**src/rtl/rx_frame_queue.sv**
```systemverilog
module rx_frame_queue #(
  parameter int DW         = 32,
  parameter int AW         = 8,
  parameter int DEPTH      = 6,
  parameter int WARN_LEVEL = 5
) (
  input  logic          clk,
  input  logic          rst_n,
  input  logic          in_valid,
  input  logic [DW-1:0] in_cs,
  input  logic [DW-1:0] in_id,
  input  logic [DW-1:0] in_d0,
  input  logic [DW-1:0] in_d1,
  input  logic          in_self,
  input  logic          self_rx_dis,
  input  logic          dma_mode,
  input  logic          irq_mask,
  input  logic [AW-1:0] rd_addr,
  output logic [DW-1:0] rd_data,
  input  logic          wr_en,
  input  logic [AW-1:0] wr_addr,
  input  logic [DW-1:0] wr_data,
  output logic          irq,
  output logic          dma_req
);
  localparam int PW = (DEPTH > 1) ? $clog2(DEPTH) : 1;
  localparam int CW = $clog2(DEPTH + 1);
  localparam logic [AW-1:0] FLAG_OFS = AW'('h00);
  localparam logic [AW-1:0] CS_OFS   = AW'('h80);
  localparam logic [AW-1:0] ID_OFS   = AW'('h84);
  localparam logic [AW-1:0] D0_OFS   = AW'('h88);
  localparam logic [AW-1:0] D1_OFS   = AW'('h8C);
  localparam logic [PW-1:0] LAST     = PW'(DEPTH - 1);

  logic [DW-1:0] mem_cs [DEPTH];
  logic [DW-1:0] mem_id [DEPTH];
  logic [DW-1:0] mem_d0 [DEPTH];
  logic [DW-1:0] mem_d1 [DEPTH];
  logic [PW-1:0] wp, rp;
  logic [CW-1:0] cnt;
  logic          ovf, rel_q;

  wire empty   = (cnt == '0);
  wire full    = (cnt == CW'(DEPTH));
  wire accept  = in_valid & ~(in_self & self_rx_dis);
  wire push    = accept & ~full;
  wire flag_wr = wr_en & (wr_addr == FLAG_OFS);
  wire pop     = flag_wr & wr_data[0] & ~empty;
  wire avail   = ~empty;
  wire warn    = (cnt >= CW'(WARN_LEVEL));

  logic unused_wr;
  assign unused_wr = ^{wr_data[DW-1:3], wr_data[1]};

  always_ff @(posedge clk or negedge rst_n) begin
    if (!rst_n) begin
      wp    <= '0;
      rp    <= '0;
      cnt   <= '0;
      ovf   <= 1'b0;
      rel_q <= 1'b0;
    end else begin
      if (push) wp <= (wp == LAST) ? '0 : wp + 1'b1;
      if (pop)  rp <= (rp == LAST) ? '0 : rp + 1'b1;
      cnt   <= cnt + CW'(push) - CW'(pop);
      rel_q <= pop;
      if (accept && full)              ovf <= 1'b1;
      else if (flag_wr && wr_data[2])  ovf <= 1'b0;
    end
  end

  always_ff @(posedge clk) begin
    if (push) begin
      mem_cs[wp] <= in_cs;
      mem_id[wp] <= in_id;
      mem_d0[wp] <= in_d0;
      mem_d1[wp] <= in_d1;
    end
  end

  always_comb begin
    rd_data = '0;
    if (rd_addr == FLAG_OFS)
      rd_data = DW'({ovf, warn, avail});
    else if (!empty) begin
      case (rd_addr)
        CS_OFS:  rd_data = mem_cs[rp];
        ID_OFS:  rd_data = mem_id[rp];
        D0_OFS:  rd_data = mem_d0[rp];
        D1_OFS:  rd_data = mem_d1[rp];
        default: rd_data = '0;
      endcase
    end
  end

  assign irq     = avail & irq_mask & ~dma_mode;
  assign dma_req = avail & dma_mode & ~rel_q;

  a_r7_bound: assert property (@(posedge clk) disable iff (!rst_n)
    cnt <= CW'(DEPTH));
  a_r7_full_drop: assert property (@(posedge clk) disable iff (!rst_n)
    (in_valid && full && !flag_wr) |=> ($stable(cnt) && ovf));
  a_r6_self_drop: assert property (@(posedge clk) disable iff (!rst_n)
    (in_valid && in_self && self_rx_dis && !wr_en) |=> $stable(cnt));
  a_r3_read_quiet: assert property (@(posedge clk) disable iff (!rst_n)
    (!in_valid && !wr_en) |=> ($stable(cnt) && $stable(rp)));
  a_r2_release: assert property (@(posedge clk) disable iff (!rst_n)
    (pop && !in_valid) |=> (cnt == $past(cnt) - 1'b1));
  a_r9_exclusive: assert property (@(posedge clk) disable iff (!rst_n)
    !(irq && dma_req));
  a_r10_gap: assert property (@(posedge clk) disable iff (!rst_n)
    pop |=> !dma_req);
endmodule

```
**config.mk**
```make
export PLATFORM = sky130hd
export DESIGN_NAME = rx_frame_queue
export DESIGN_NICKNAME = d
export VERILOG_FILES = /design/src/rtl/rx_frame_queue.sv
export SDC_FILE = /design/constraint.sdc
export NUM_CORES = 1
export LEC_CHECK = 0
export BUFFER_PORTS_ARGS = -buffer_cell sky130_fd_sc_hd__buf_4
export CORE_MARGIN = 2
export CORE_UTILIZATION = 40
export CTS_CLUSTER_DIAMETER = 30
export CTS_CLUSTER_SIZE = 16
export DETAILED_ROUTE_END_ITERATION = 10
export PLACE_DENSITY = 0.54
export SYNTH_ARGS = -nofsm -noshare
export SYNTH_HDL_FRONTEND = slang
export SYNTH_SLANG_ARGS = --single-unit
```
**constraint.sdc**
```tcl
create_clock -name clk -period 14.76 [get_ports clk]
set_input_delay 0.738 -clock clk [delete_from_list [all_inputs] [get_ports clk]]
set_output_delay 0.738 -clock clk [all_outputs]
set_load 0.02 [all_outputs]
```
=== Yosys cells after proc, flatten, opt, wreduce, memory -nomap -nowiden ===
Memory sizes are Yosys's and may differ from the RTL's.
Cells that the tools add are included.

* Bits in registers: 11
* RAM bits: 768
* Input bits: 184
* Memories kept: 4

{| class="wikitable"
|+ Memory list
! name !! depth !! bits a word !! read ports !! clocked after memory_dff !! write ports !! line !! source
|-
| mem_cs || 6 || 32 || 1 || 0 || 1 || 35 || <nowiki>logic [DW-1:0] mem_cs [DEPTH];</nowiki>
|-
| mem_d0 || 6 || 32 || 1 || 0 || 1 || 37 || <nowiki>logic [DW-1:0] mem_d0 [DEPTH];</nowiki>
|-
| mem_d1 || 6 || 32 || 1 || 0 || 1 || 38 || <nowiki>logic [DW-1:0] mem_d1 [DEPTH];</nowiki>
|-
| mem_id || 6 || 32 || 1 || 0 || 1 || 36 || <nowiki>logic [DW-1:0] mem_id [DEPTH];</nowiki>
|}

* $add $sub $neg: 4
* Order comparisons: 1
* Equality and inequality tests: 7
* Multiplexer cells: 9
* Bitwise gates (word level): 15
* Reduce and logical (&&, ||, !) cells: 6

{| class="wikitable"
|+ Operator list
! kind !! count
|-
| $pmux 32 s4 || 1
|-
| $mux 32 || 2
|-
| $eq 8x8->1 const B || 4
|-
| $logic_not 8->1 || 2
|-
| $and 1x1->1 || 10
|-
| $eq 3x3->1 const B || 3
|-
| $add 3x1->3 const B || 2
|-
| $mux 3 || 2
|-
| $not 1->1 || 5
|-
| $mux 1 || 4
|-
| $add 3x1->3 || 1
|-
| $ge 3x3->1 const B || 1
|-
| $logic_not 3->1 || 1
|-
| $sub 3x1->3 || 1
|-
| $logic_and 1x1->1 || 2
|-
| $reduce_bool 2->1 || 1
|}

=== Logic depth before layout (Yosys ltp) ===
* Word-level depth: 6
* Gate-level depth with buffers: 9

=== Worst setup path after synthesis ===
OpenSTA, ideal clock, no wires.

* Path kind: input -> register
* Start: in in_valid
* End: mem mem_cs[0][0], enable pin
* Setup time: 0.772 ns
* Data arrival time: 10.134 ns
* Required time: 13.988 ns
* Path slack: 3.854 ns
* Stages on the path: 4
* Path buffers: 0
* Cell sequence: a21boi_0 -> o21ai_0 -> or2_2 -> nor3_1

* Cells in the longest elaborated chain, start to end: 4

{| class="wikitable"
|+ Ends and longest elaborated chain
! what !! line !! source
|-
| from (decl) || 9 || <nowiki>input logic in_valid,</nowiki>
|-
| $and 1x1->1 || 45 || <nowiki>wire accept = in_valid & ~(in_self & self_rx_dis);</nowiki>
|-
| $and 1x1->1 || 46 || <nowiki>wire push = accept & ~full;</nowiki>
|-
| $mux 1 || 73 || <nowiki>if (push) begin</nowiki>
|-
| $mux 1 (implied by the code) || 74 || <nowiki>mem_cs[wp] <= in_cs;</nowiki>
|-
| to (decl) || 35 ||
|}

Every way passes these cells.

=== Worst setup path after layout ===
* Start: reg rp[0]
* End: out rd_data[27]

* Cells in the longest elaborated chain, start to end: 4
* Elaborated cells on any way between the ends: 7

{| class="wikitable"
|+ Ends and longest elaborated chain
! what !! line !! source
|-
| from (decl) || 39 || <nowiki>logic [PW-1:0] wp, rp;</nowiki>
|-
| from (signal assigned) || 64 || <nowiki>if (pop) rp <= (rp == LAST) ? '0 : rp + 1'b1;</nowiki>
|-
| $mem_v2 6x32, on equally long branches || - ||
|-
| $pmux 32 s4 * || 86 || <nowiki>case (rd_addr)</nowiki>
|-
| $mux 32 * || 85 || <nowiki>else if (!empty) begin</nowiki>
|-
| $mux 32 * || 83 || <nowiki>if (rd_addr == FLAG_OFS)</nowiki>
|-
| to (decl) || 19 || <nowiki>output logic [DW-1:0] rd_data,</nowiki>
|}

Mark *: on every way between the ends. The rest lies on a longest branch, timed or not.

==> flow_summary.json <==
{
  "min_path_type": "in -> reg",
  "cts.sinks": 779,
  "hold_viol": 0,
  "async_reset_ff_share_pct": 1.412,
  "end_kind": "output pin",
  "power.switching_mw": 1.505,
  "synth_simple_gate_area_share_pct": 2.618,
  "placed_area_um2": 33200,
  "grt_pass1_wl_um": 109700,
  "yosys-top-cells-area": "edfxtp_1 (75%), mux2_2 (6.7%), mux2i_1 (6.0%)",
  "synth_top_family_by_area": "multiplexers",
  "start_util_pct": 40.46,
  "cts-resized-gates": 0,
  "cts_buffer_depth": 3,
  "wl_met3_um": 4866,
  "dieWidth_um": 281.4,
  "power_mw": 6.814,
  "row_count": 101,
  "synth_edf_count": 768,
  "drt-met1-wl_um": 30210,
  "p_seq_share_pct": 40.8,
  "grt_overflow": 0,
  "routed_wl_um": 74780,
  "synth_flop_cell": "edfxtp_1",
  "worstPathRequired_ps": 14020,
  "synth.top_cell.area_share_pct": 74.92,
  "grt_pass1_vias": 17160,
  "cts_made_buffers": 153,
  "power.density_nw_per_um2": 176.6,
  "drive_gt1_share_pct": 32.50,
  "grt_setup_unrepaired": "false",
  "viasPerCell": 5.275,
  "syn_area_per_cell_um2": 18.30,
  "globalplace.congestion": 0.7443,
  "setup_ws_ps": 8789,
  "p_leak_nw": 12.45,
  "yosys_warnings": 0,
  "via_count": 16420,
  "slew_headroom_pct": 21.41,
  "drtIter0Drc": 1136,
  "detail-route-antenna-nets": 0,
  "die_h_um": 281.4,
  "yosys.area.top_type": "edfxtp_1",
  "synthCells": 1682,
  "cp-start-kind": "flip-flop",
  "mostFrequentLayoutCell": "edfxtp_1",
  "final_area_um2": 38580,
  "ios": 218,
  "arrival_ps": 5230,
  "stdcell_count": 3112,
  "syn_nets": 1871,
  "p_int_mw": 5.308,
  "cp_max_fo": 60,
  "yosys.area_share.adder_pct": 0.2276,
  "vdd_drop_max_mv": 0.1073,
  "core_region_area_um2": 76080,
  "sw_frac_of_total_pct": 22.09,
  "numPortBuffers": 187,
  "cts_tree": "done",
  "path_class": "reg -> out",
  "grtUsageTotal_pct": 18.96,
  "place_inst": 2826,
  "p_clk_share_pct": 51.8,
  "status": "finished, final reports clean",
  "first_pass_iters": 6,
  "synth.area.mux_share_pct": 13.54,
  "cts_post_setup_buffers_inserted": 0,
  "final_cell_mix": "edfxtp_1 (768), buf_4 (211), mux2_2 (184), mux2i_1 (184), clkbuf_16 (156)",
  "clock_latency_ps": 700,
  "ys_ff_latch": 779,
  "dpl.hpwl_um": 39420,
  "finalSetupViolCount": 0,
  "grt_max_degree": 153,
  "min_period_ps": 5971,
  "route.met2.wl_um": 37760,
  "skew_ps": 18.20,
  "drc_errors": 0,
  "ys_types": 49,
  "nNetsFinal": 2141,
  "worst_pin_slew_ps": 1179,
  "die_area_um2": 79190,
  "synth_compound_area_share_pct": 5.768,
  "fin_crit_sh_pct": 40.46,
  "antenna_found_initial": 15,
  "root_buffer": "clkbuf_16",
  "drv_slew": 0,
  "max_freq_mhz": 167.5,
  "ys_seq_area_share_pct": 75.81,
  "clkSlewWorstSetupHoldPaths_ps": 50,
  "dpl_worst_slack_ps": 9398,
  "fillCellCount": 6303,
  "syn2layout_area_growth_pct": 25.32,
  "highest_layer": "met5",
  "p_comb_share_pct": 7.3,
  "synth-xor-area-share_pct": 0.05691,
  "cts.htree.levels": 4,
  "setup_tns_ps": 0,
  "drt-wirelength-per-cell_um": 24.03,
  "cap_violations": 0,
  "synth_area_um2": 30780
}
==> critical path: stages, from the launching register on <==
cell and delay [ps]:
dfrtp_4 1010, buf_4 860, buf_4 840, mux2_1 390, a222oi_1 320, nor2_1 100, a221oi_1 520, a21oi_1 170
buf_4 220
==> power groups by stage <==
| stage | logic [mW] | clock network (mW) | registers [mW] |
|---|---|---|---|
| 6_report | 0.499 | 3.53 | 2.78 |
| 5_1_grt | 0.547 | 3.71 | 2.80 |
| 4_1_cts | 0.516 | 3.59 | 2.78 |
| 3_5_place_dp | 0.514 | 0 | 2.82 |
| 3_3_place_gp | 0.507 | 0 | 2.81 |
| 2_1_floorplan | 0.310 | 0 | 2.87 |
==> Yosys cell counts (8+ instances only) <==
| cell | n |
|---|---|
| nand2_1 | 123 |
| a22oi_1 | 15 |
| clkbuf_1 | 28 |
| nor2_1 | 40 |
| a21oi_1 | 45 |
| mux2i_1 | 184 |
| o221ai_1 | 92 |
| a222oi_1 | 35 |
| edfxtp_1 | 768 |
| dfrtp_1 | 11 |
| mux2_4 | 14 |
| buf_4 | 26 |
| buf_2 | 20 |
| buf_6 | 13 |
| mux2_2 | 184 |
| buf_1 | 13 |
| a221oi_2 | 8 |
==> path summary, 6_finish.rpt <==
path	start	end	slack, ps	cells after the start
worst max-delay path	rp[0]$_DFFE_PN0P_	rd_data[27]	8790	8
worst min-delay path	in_d0[18]	mem_d0[4][18]$_DFFE_PP_	250	1
worst max register to register	cnt[1]$_DFF_PN0_	mem_id[0][19]$_DFFE_PP_	11600	6
worst min register to register	wp[0]$_DFFE_PN0P_	wp[0]$_DFFE_PN0P_	500	2
max in group asynchronous	rst_n	rp[2]$_DFFE_PN0P_	14130	2
min in group asynchronous	rst_n	ovf$_DFFE_PN0P_	430	2
==> stage by stage <==
| step | hold WS [ps] | util (%) |
|---|---|---|
| after detailed placement | 493.6 | 43.65 |
| after global placement | 490.1 | 43.65 |
| after global routing | 213.4 | 50.70 |
| after CTS | 192.8 | 50.69 |
| final | 247.8 | 50.71 |
| after floorplan | 442.4 | - |
==> cell families after synthesis <==
group,count (synthesis)
AND/OR/NAND/NOR,190
XOR/XNOR,2
adder cells (fa/ha/maj),5
buffers and inverters,103
multiplexers,386
flip-flops,779
AO/OA/AOI/OAI,217
==> registers in the layout, indices dropped and copies added, names as in the netlist <==
register	cells
mem_cs	192
rp	3
ovf	1
wp	3
mem_d1	192
mem_d0	192
cnt	3
mem_id	192
rel_q	1
==> routing by layer <==
metal,track usage [%],up-vias
li1,-,7420
met1,22.97,8356
met2,32.20,469
met4,7.065,20
met5,0,-
met3,5.411,152
==> layout make-up <==
type,instances,area [µm²],area share [%]
Clock buffer,176,3979,10.31
Tap cell,1030,1289,3.341
Antenna cell,5,12.51,0.03243
Timing Repair Buffer,215,1654,4.288
Multi-Input combinational cell,800,6915,17.93
Sequential cell,779,23340,60.52
Inverter,3,11.26,0.02919
Clock inverter,104,1370,3.552
==> timing repair <==
item                                    in CTS  in global routing
endpoints found under the setup margin       0                  0
hold buffers                                 1                  0
hold endpoints to repair                    11                  0
(Power assumes the default switching activity.)
